<file path="config.mk">
export PLATFORM = sky130hd
export DESIGN_NAME = eu_fault_guard
export DESIGN_NICKNAME = d
export VERILOG_FILES = /design/src/rtl/eu_fault_pkg.sv /design/src/rtl/eu_fault_detect.sv /design/src/rtl/eu_fault_regs.sv /design/src/rtl/eu_fault_fsm.sv /design/src/rtl/eu_fault_guard.sv
export SDC_FILE = /design/constraint.sdc
export NUM_CORES = 1
export LEC_CHECK = 0
export BUFFER_PORTS_ARGS = -buffer_cell sky130_fd_sc_hd__buf_2
export CAP_MARGIN = 40
export CORE_UTILIZATION = 40
export DETAILED_ROUTE_END_ITERATION = 8
export PLACE_DENSITY = 0.85
export SLEW_MARGIN = 0
export SYNTH_ARGS = -nofsm -noshare
export SYNTH_HDL_FRONTEND = slang
export SYNTH_SLANG_ARGS = --single-unit
</file>
<file path="constraint.sdc">
create_clock -name clk -period 2.46 [get_ports clk]
set_input_delay 0.246 -clock clk [delete_from_list [all_inputs] [get_ports clk]]
set_output_delay 0.246 -clock clk [all_outputs]
set_load 0.02 [all_outputs]
</file>
<file path="src/rtl/eu_fault_pkg.sv">
package eu_fault_pkg;
    localparam int NSRC = 6;

    // source index -> bit position in mask and status words
    localparam int SRC_POS [NSRC] = '{31, 30, 29, 28, 26, 25};

    localparam logic [31:0] ERR_FIELDS = 32'hF600_0000;

    typedef enum logic [1:0] {
        ST_IDLE = 2'd0,
        ST_RUN  = 2'd1,
        ST_HALT = 2'd2
    } eu_state_e;
endpackage

</file>
<file path="src/rtl/eu_fault_detect.sv">
module eu_fault_detect
    import eu_fault_pkg::*;
#(
    parameter int          ADDR_W    = 4,
    parameter int          MASK_OFS  = 0,
    parameter int          STAT_OFS  = 1,
    parameter int          SIZE_OFS  = 2,
    parameter int          MODE_OFS  = 3,
    parameter logic [31:0] MODE_RSVD = 32'hFFFF_FF00
) (
    input  logic              wr_en,
    input  logic              rd_en,
    input  logic [ADDR_W-1:0] addr,
    input  logic [31:0]       wdata,
    input  logic              in_push,
    input  logic              in_full,
    input  logic              in_empty,
    input  logic              out_pop,
    input  logic              out_empty,
    input  logic              done_evt,
    output logic [NSRC-1:0]   evt
);
    localparam logic [ADDR_W-1:0] A_MASK = ADDR_W'(MASK_OFS);
    localparam logic [ADDR_W-1:0] A_STAT = ADDR_W'(STAT_OFS);
    localparam logic [ADDR_W-1:0] A_SIZE = ADDR_W'(SIZE_OFS);
    localparam logic [ADDR_W-1:0] A_MODE = ADDR_W'(MODE_OFS);

    logic legal_ofs;
    logic bus_act;

    assign legal_ofs = (addr == A_MASK) || (addr == A_STAT) ||
                       (addr == A_SIZE) || (addr == A_MODE);
    assign bus_act   = wr_en || rd_en;

    always_comb begin
        evt    = '0;
        evt[0] = wr_en && (addr == A_MODE) && ((wdata & MODE_RSVD) != '0);
        evt[1] = bus_act && !legal_ofs;
        evt[2] = wr_en && (addr == A_SIZE) && !out_empty;
        evt[3] = done_evt && !in_empty;
        evt[4] = in_push && in_full;
        evt[5] = out_pop && out_empty;
    end
endmodule

</file>
<file path="src/rtl/eu_fault_regs.sv">
module eu_fault_regs
    import eu_fault_pkg::*;
#(
    parameter int ADDR_W   = 4,
    parameter int MASK_OFS = 0,
    parameter int STAT_OFS = 1
) (
    input  logic              clk,
    input  logic              rst_n,
    input  logic              soft_rst,
    input  logic              wr_en,
    input  logic              rd_en,
    input  logic [ADDR_W-1:0] addr,
    input  logic [NSRC-1:0]   wsel,
    input  logic [NSRC-1:0]   evt,
    output logic [NSRC-1:0]   mask_q,
    output logic [NSRC-1:0]   stat_q,
    output logic              new_err,
    output logic              all_clear,
    output logic [31:0]       rdata
);
    localparam logic [ADDR_W-1:0] A_MASK = ADDR_W'(MASK_OFS);
    localparam logic [ADDR_W-1:0] A_STAT = ADDR_W'(STAT_OFS);

    logic            mask_wr;
    logic            stat_wr;
    logic [NSRC-1:0] hit;
    logic [NSRC-1:0] stat_nxt;
    logic [31:0]     mask_view;
    logic [31:0]     stat_view;

    assign mask_wr = wr_en && (addr == A_MASK);
    assign stat_wr = wr_en && (addr == A_STAT);

    for (genvar i = 0; i < NSRC; i++) begin : g_src
        assign hit[i]      = evt[i] && !mask_q[i];
        // a fresh event outranks a same-cycle clear
        assign stat_nxt[i] = !soft_rst &&
                             (hit[i] || (stat_q[i] && !(stat_wr && wsel[i])));
    end

    assign new_err   = (|hit) && !soft_rst;
    assign all_clear = (stat_nxt == '0);

    always_ff @(posedge clk or negedge rst_n) begin
        if (!rst_n) begin
            mask_q <= '0;
            stat_q <= '0;
        end else begin
            stat_q <= stat_nxt;
            if (mask_wr) begin
                mask_q <= wsel;
            end
        end
    end

    always_comb begin
        mask_view = '0;
        stat_view = '0;
        for (int i = 0; i < NSRC; i++) begin
            mask_view[SRC_POS[i]] = mask_q[i];
            stat_view[SRC_POS[i]] = stat_q[i];
        end
    end

    always_ff @(posedge clk or negedge rst_n) begin
        if (!rst_n) begin
            rdata <= '0;
        end else if (rd_en) begin
            if (addr == A_MASK) begin
                rdata <= mask_view;
            end else if (addr == A_STAT) begin
                rdata <= stat_view;
            end else begin
                rdata <= '0;
            end
        end
    end
endmodule

</file>
<file path="src/rtl/eu_fault_fsm.sv">
module eu_fault_fsm
    import eu_fault_pkg::*;
(
    input  logic clk,
    input  logic rst_n,
    input  logic soft_rst,
    input  logic start_req,
    input  logic done_evt,
    input  logic new_err,
    input  logic all_clear,
    output logic busy,
    output logic halted
);
    eu_state_e state_q;
    eu_state_e state_d;

    always_ff @(posedge clk or negedge rst_n) begin
        if (!rst_n) begin
            state_q <= ST_IDLE;
        end else begin
            state_q <= state_d;
        end
    end

    always_comb begin
        state_d = state_q;
        if (soft_rst) begin
            state_d = ST_IDLE;
        end else if (new_err) begin
            state_d = ST_HALT;
        end else begin
            unique case (state_q)
                ST_IDLE: if (start_req) state_d = ST_RUN;
                ST_RUN:  if (done_evt)  state_d = ST_IDLE;
                ST_HALT: if (all_clear) state_d = ST_IDLE;
                default: state_d = ST_IDLE;
            endcase
        end
    end

    always_comb begin
        busy   = 1'b0;
        halted = 1'b0;
        unique case (state_q)
            ST_IDLE: ;
            ST_RUN:  busy   = 1'b1;
            ST_HALT: halted = 1'b1;
            default: ;
        endcase
    end
endmodule

</file>
<file path="src/rtl/eu_fault_guard.sv">
module eu_fault_guard
    import eu_fault_pkg::*;
#(
    parameter int          ADDR_W    = 4,
    parameter int          MASK_OFS  = 0,
    parameter int          STAT_OFS  = 1,
    parameter int          SIZE_OFS  = 2,
    parameter int          MODE_OFS  = 3,
    parameter logic [31:0] MODE_RSVD = 32'hFFFF_FF00
) (
    input  logic              clk,
    input  logic              rst_n,
    input  logic              soft_rst,
    input  logic              wr_en,
    input  logic              rd_en,
    input  logic [ADDR_W-1:0] addr,
    input  logic [31:0]       wdata,
    output logic [31:0]       rdata,
    input  logic              in_push,
    input  logic              in_full,
    input  logic              in_empty,
    input  logic              out_pop,
    input  logic              out_empty,
    input  logic              done_evt,
    input  logic              start_req,
    output logic              busy,
    output logic              halted,
    output logic              err_irq
);
    logic [NSRC-1:0] evt;
    logic [NSRC-1:0] wsel;
    logic [NSRC-1:0] mask_q;
    logic [NSRC-1:0] stat_q;
    logic            new_err;
    logic            all_clear;

    always_comb begin
        for (int i = 0; i < NSRC; i++) begin
            wsel[i] = wdata[SRC_POS[i]];
        end
    end

    eu_fault_detect #(
        .ADDR_W(ADDR_W), .MASK_OFS(MASK_OFS), .STAT_OFS(STAT_OFS),
        .SIZE_OFS(SIZE_OFS), .MODE_OFS(MODE_OFS), .MODE_RSVD(MODE_RSVD)
    ) u_detect (
        .wr_en(wr_en), .rd_en(rd_en), .addr(addr), .wdata(wdata),
        .in_push(in_push), .in_full(in_full), .in_empty(in_empty),
        .out_pop(out_pop), .out_empty(out_empty), .done_evt(done_evt),
        .evt(evt)
    );

    eu_fault_regs #(
        .ADDR_W(ADDR_W), .MASK_OFS(MASK_OFS), .STAT_OFS(STAT_OFS)
    ) u_regs (
        .clk(clk), .rst_n(rst_n), .soft_rst(soft_rst),
        .wr_en(wr_en), .rd_en(rd_en), .addr(addr), .wsel(wsel), .evt(evt),
        .mask_q(mask_q), .stat_q(stat_q), .new_err(new_err),
        .all_clear(all_clear), .rdata(rdata)
    );

    eu_fault_fsm u_fsm (
        .clk(clk), .rst_n(rst_n), .soft_rst(soft_rst),
        .start_req(start_req), .done_evt(done_evt), .new_err(new_err),
        .all_clear(all_clear), .busy(busy), .halted(halted)
    );

    assign err_irq = |stat_q;
endmodule

</file>
# ---- Word level (Yosys, flattened, before mapping)
# Index checks and enable logic that the tools add are counted.
dict set report word_totals {
  regBits 46
  inputBits 48
}
dict set report op_classes {
  eq_ne 8
  muxes 10
  n_reduce_logical 68
}
# op n
set op_table {}
lappend op_table {{32-bit 2-to-1 mux} 2}
lappend op_table {{1-bit logical AND} 35}
lappend op_table {{32-bit nonzero test} 1}
lappend op_table {{1-bit zero test} 16}
lappend op_table {{4-bit != test (second input constant)} 3}
lappend op_table {{6-bit OR reduction} 2}
lappend op_table {{1-bit logical OR} 10}
lappend op_table {{2-bit 2-to-1 mux} 5}
lappend op_table {{4-bit by 2-bit equality test with 1-bit output (second input constant)} 2}
lappend op_table {{6-bit zero test} 1}
lappend op_table {{2-bit case mux with 3 select lines} 1}
lappend op_table {{4-bit by 1-bit equality test with 1-bit output (second input constant)} 1}
lappend op_table {{4-bit zero test} 1}
lappend op_table {{3-bit AND reduction} 1}
lappend op_table {{2-bit by 1-bit equality test with 1-bit output (second input constant)} 1}
lappend op_table {{2-bit equality test (second input constant)} 1}
lappend op_table {{2-bit zero test} 1}
lappend op_table {{1-bit 2-to-1 mux} 2}

# ---- Depth between registers and ports, before layout
dict set report depth {
  ltp_word 14
  depth_mapped 6
  ltp_nobuf 6
}

# ---- Hierarchy
# From an unflattened synthesis, not the netlist that was laid out.
dict set report hier_totals {
  cells_unflattened 137
  area_unflattened_um2 1277.5
}
# mod instances cells_each area_per_inst_um2
set by_module_without_submodules {}
lappend by_module_without_submodules {eu_fault_regs 1 107 1058.5}
lappend by_module_without_submodules {eu_fault_fsm 1 10 106.4}
lappend by_module_without_submodules {eu_fault_detect 1 17 98.8}
lappend by_module_without_submodules {eu_fault_guard 1 3 13.8}

# ---- Worst setup path after synthesis
# Ideal clock, no wire load.
dict set report synth_timing {
  path_type {input-to-reg}
  startpoint {input port addr[1]}
  endpoint {register u_fsm.state_q[1]}
  setup_time_ns 0.119
  arrival_ns 1.499
  required_ns 2.341
  slack_ns 0.843
  path_stages 6
  cell_sequence {nor3_4 and3_4 a311o_2 nand4_1 o41a_1 o21ba_1}
}
dict set report synth_via {
  elab_chain_len 12
  word_cells_on_any_way 56
  cone_classes {eq/ne (6); mux (2); reduce/logical (48)}
}
# item line
set synth_rtl {}
lappend synth_rtl {{from (decl)} eu_fault_guard.sv:16} ;# input logic [ADDR_W-1:0] addr,
lappend synth_rtl {{4-bit by 1-bit equality test with 1-bit output / 4-bit zero test (equally long branches)} {eu_fault_detect.sv:31, eu_fault_regs.sv:33}}
lappend synth_rtl {{1-bit logical OR (2 in a row)} eu_fault_detect.sv:31} ;# assign legal_ofs = (addr == A_MASK) || (addr == A_STAT) ||
lappend synth_rtl {{1-bit logical OR} eu_fault_detect.sv:32} ;# (addr == A_SIZE) || (addr == A_MODE);
lappend synth_rtl {{1-bit zero test} eu_fault_detect.sv:38} ;# evt[1] = bus_act && !legal_ofs;
lappend synth_rtl {{1-bit logical AND} eu_fault_detect.sv:38}
lappend synth_rtl {{1-bit logical AND} eu_fault_regs.sv:36} ;# assign hit[i] = evt[i] && !mask_q[i];
lappend synth_rtl {{1-bit logical OR} eu_fault_regs.sv:39} ;# (hit[i] || (stat_q[i] && !(stat_wr && wsel[i])));
lappend synth_rtl {{1-bit logical AND} eu_fault_regs.sv:38} ;# assign stat_nxt[i] = !soft_rst &&
lappend synth_rtl {{6-bit zero test} eu_fault_regs.sv:43} ;# assign all_clear = (stat_nxt == '0);
lappend synth_rtl {{4-bit != test (no line)} n/a}
lappend synth_rtl {{3-bit AND reduction (no line)} n/a}
lappend synth_rtl {{to (signal assigned)} eu_fault_fsm.sv:21} ;# state_q <= state_d;
lappend synth_rtl {{to (decl)} eu_fault_fsm.sv:14} ;# eu_state_e state_q;
# Parallel ways exist; a longest one is shown, timed or not.
# A chain may end at the register's enable or synchronous reset.

# ---- Worst setup path after layout
dict set report layout_timing {
  startpoint {input port wdata[25]}
  endpoint {register u_fsm.state_q[1]}
}
dict set report layout_via {
  elab_chain_len 8
  word_cells_on_any_way 19
  cone_classes {eq/ne (3); mux (2); reduce/logical (14)}
}
# item line
set layout_rtl {}
lappend layout_rtl {{from (decl)} eu_fault_guard.sv:17} ;# input logic [31:0] wdata,
lappend layout_rtl {{32-bit nonzero test / 1-bit logical AND (equally long branches)} {eu_fault_detect.sv:37, eu_fault_regs.sv:39}}
lappend layout_rtl {{1-bit logical AND / 1-bit zero test (equally long branches)} {eu_fault_detect.sv:37, eu_fault_regs.sv:39}}
lappend layout_rtl {{1-bit logical AND, on equally long branches} {eu_fault_regs.sv:36, eu_fault_regs.sv:39}}
lappend layout_rtl {{1-bit logical OR} eu_fault_regs.sv:39}
lappend layout_rtl {{1-bit logical AND} eu_fault_regs.sv:38}
lappend layout_rtl {{6-bit zero test} eu_fault_regs.sv:43}
lappend layout_rtl {{4-bit != test (no line)} n/a}
lappend layout_rtl {{3-bit AND reduction (no line)} n/a}
# Parallel ways exist; a longest one is shown, timed or not.

==> run metrics <==
GPL Wtd Cong 0.8431; fillcell total 297; min-delay worst type input pin to register; Crit path required time 2.66 ns; Worst Hold Depth 2; Hold Buf Count CTS 1; final setup fails 0; die area 3395 sq um; diodes inserted 0; fmax 0.5616 GHz; met3 wire len 129 um; P_int 0.5427 mW; post-CTS setup buffer count 0; R2R cell count 5; via/cell ratio 4.802; Clk Latency, worst-skew pair 0.30 ns; Cell Rows 20; final setup TNS 0 ns; Worst Tran Pin Value 0.5427 ns; Seq/Total Area, Yosys 39.53%; Max FO, Critical Path 3; asr flop ratio synth 100.0%; Mapped Area 1266 sq um; WL final 2675 um; Syn Inst Count 134; Core ar. 3028 sq um; Core Util, Final 49.30%; Ports 83; Clock Sinks 20; pin count of the biggest net entering global routing 21; met2 WL 1311 um; Worst Setup End Kind register; LEAKAGE 0.7480 nW; initial antenna violation count 0; fin cells 227; TritonCTS clock tree built; synthesis-to-finish area growth 17.89%; Crit Path Category input pin to register; post-detail-place hpwl 2154 um; Worst-path clk slew 0.11 ns; worst slew margin relative to its limit 63.68%; Top Layer Used met4; DRT Pass-1 Iters 4; Routed Antenna Nets 0; startpoint class of the critical path input pin; Reg2Reg Launch Point u_regs.mask_q[3]; met1 wire length 1169 um; clock buffer depth 2; share of layout cells above drive strength 1 37.16%; Power Density 526.3 nW/um^2; first-pass GRT wire length 4333 um; Net Sw Frac 30.92%; number of global-route vias before repair 1039; crit-path max cell delay 0.45 ns; CP max-delay cell nor4_1; DRC viols 0; yosys warns 0; remaining global-route overflow 0; Worst Min Path Start wdata[26]; post-synthesis register bit count 20; number of max-cap violations 0; number of enable flip-flop cells after synthesis 0; IR drop worst, VDD 0.2508 mV; CP cell instances buf_2 > nor4_1 > nand4_1 > o21ai_0 > nand4_1 > o41a_1 > o21ba_1; Final min period 1.781 ns; Avg WL per Cell 11.78 um; cell mode on critical path nand4_1; Root Buffer clkbuf_4; CTS resizes 0; Final period util 72.39%; Worst R2R Setup Slack 0.81 ns; die height 58.27 um; Syn Area/Cell 9.449 sq um; fin area 1493 sq um; sequential share of power 49.3%; CP arrival 1.99 ns; Synth Flop Type dfrtp_1; RSZ-0062 raised after global routing no; Fin. Hold Viols 0; Inst Count DP 222; PortBufs 48; total chip power 0.7857 mW; DP Area 1446 sq um; GRT Util Overall 17.09%; H-tree lvl count 1; status finished clean; die span in x 58.27 um; Final Max Tran Viols 0; number of DRC markers in iteration 0 19; CTS Buf Count 3; Via Count 1090; Initial Util 41.82%; library cells used by synthesis 27; NumNets Final 232; R2R Path End u_fsm.state_q[1]; Comb power frac 26.4%; Worst Hold End u_regs.stat_q[4]; clk_skew 0.001040 ns; NetSw 0.2429 mW; clock share of power 24.2%
[layout make-up]
cell class / instances / area (sq um) / share of cell area [%]
Timing Repair Buffer: 49 / 250.2 / 16.76
Tap cell: 44 / 55.05 / 3.688
Multi-Input combinational cell: 100 / 613.1 / 41.07
Clock buffer: 4 / 36.28 / 2.431
Inverter: 10 / 37.54 / 2.515
Sequential cell: 20 / 500.5 / 33.53
[state kept, by name, indices dropped and copies added (netlist names)]
signal,cells
u_regs.stat_q,6
u_regs.mask_q,6
u_regs.rdata,6
u_fsm.state_q,2
[worst max-delay path by stage]
stage                     startpoint                to  depth (start not counted)
after floorplan              addr[1]  u_fsm.state_q[1]                          6
after global placement     wdata[25]  u_fsm.state_q[1]                          7
after global routing       wdata[25]  u_fsm.state_q[1]                          7
final                      wdata[25]  u_fsm.state_q[1]                          7
after CTS                  wdata[25]  u_fsm.state_q[1]                          7
after detailed placement   wdata[25]  u_fsm.state_q[1]                          7
[logic make-up (layout without fill, tap and decap cells)]
logic type             after synthesis  after routing  share of synthesized area (%)
and+or+nand+nor                     44             44                          20.55
buffers and inverters               39             63                          19.47
DFF                                 20             20                          39.53
AOI/OAI and AO/OA                   17             17                          8.695
muxes                               13             13                          11.46
other                                1             26                         0.2962
[placed cells by master, fill, tap and decap left out, types with 4 or more instances in the layout]
cell type   n
conb_1     26
o21ai_0     9
nand2_1     4
nor2b_1     6
buf_2      48
nor4_1      8
nand3_1     7
dfrtp_1    20
nand4_1     5
inv_1      10
nor2_1      6
mux2_2     12
[power groups by stage]
stage,clock network [mW],logic [mW],registers (mW)
after CTS,0.198,0.209,0.388
after detailed placement,0,0.207,0.395
after floorplan,0,0.167,0.392
after global routing,0.212,0.229,0.395
after global placement,0,0.203,0.393
final,0.190,0.208,0.388
[routing by layer]
| layer | global-route usage (%) | vias to the layer above |
|---|---|---|
| met5 | 0 | - |
| met4 | 9.184 | 0 |
| met3 | 2.455 | 7 |
| met2 | 28.08 | 47 |
| met1 | 21.73 | 515 |
| li1 | - | 521 |
[Yosys cell counts (3+ instances only)]
library cell | number | area [sq um]
buf_4 | 26 | 195.2
dfrtp_1 | 20 | 500.5
mux2_2 | 12 | 135.1
inv_1 | 10 | 37.54
o21ai_0 | 9 | 45.04
nor4_1 | 8 | 50.05
nand3_1 | 7 | 35.03
nor2_1 | 6 | 22.52
nor2b_1 | 6 | 37.54
nand4_1 | 5 | 31.28
nand2_1 | 4 | 15.01
a21oi_1 | 3 | 15.01
[per-stage QoR]
step	worst slack [ns]	hold WS [ns]
2_1_floorplan	0.8425	-0.04959
3_3_place_gp	0.4189	0.2184
3_5_place_dp	0.3913	0.2206
4_1_cts	0.7077	0.1836
5_1_grt	0.5729	0.1814
6_report	0.6792	0.1902
[critical path: cells and delay by family]
family,cells,cell delay [ns]
and+or+nand+nor,3,0.75
buffers and inverters,1,0.11
AOI/OAI and AO/OA,3,0.88
Note: power is estimated with default switching activity, not from simulation.
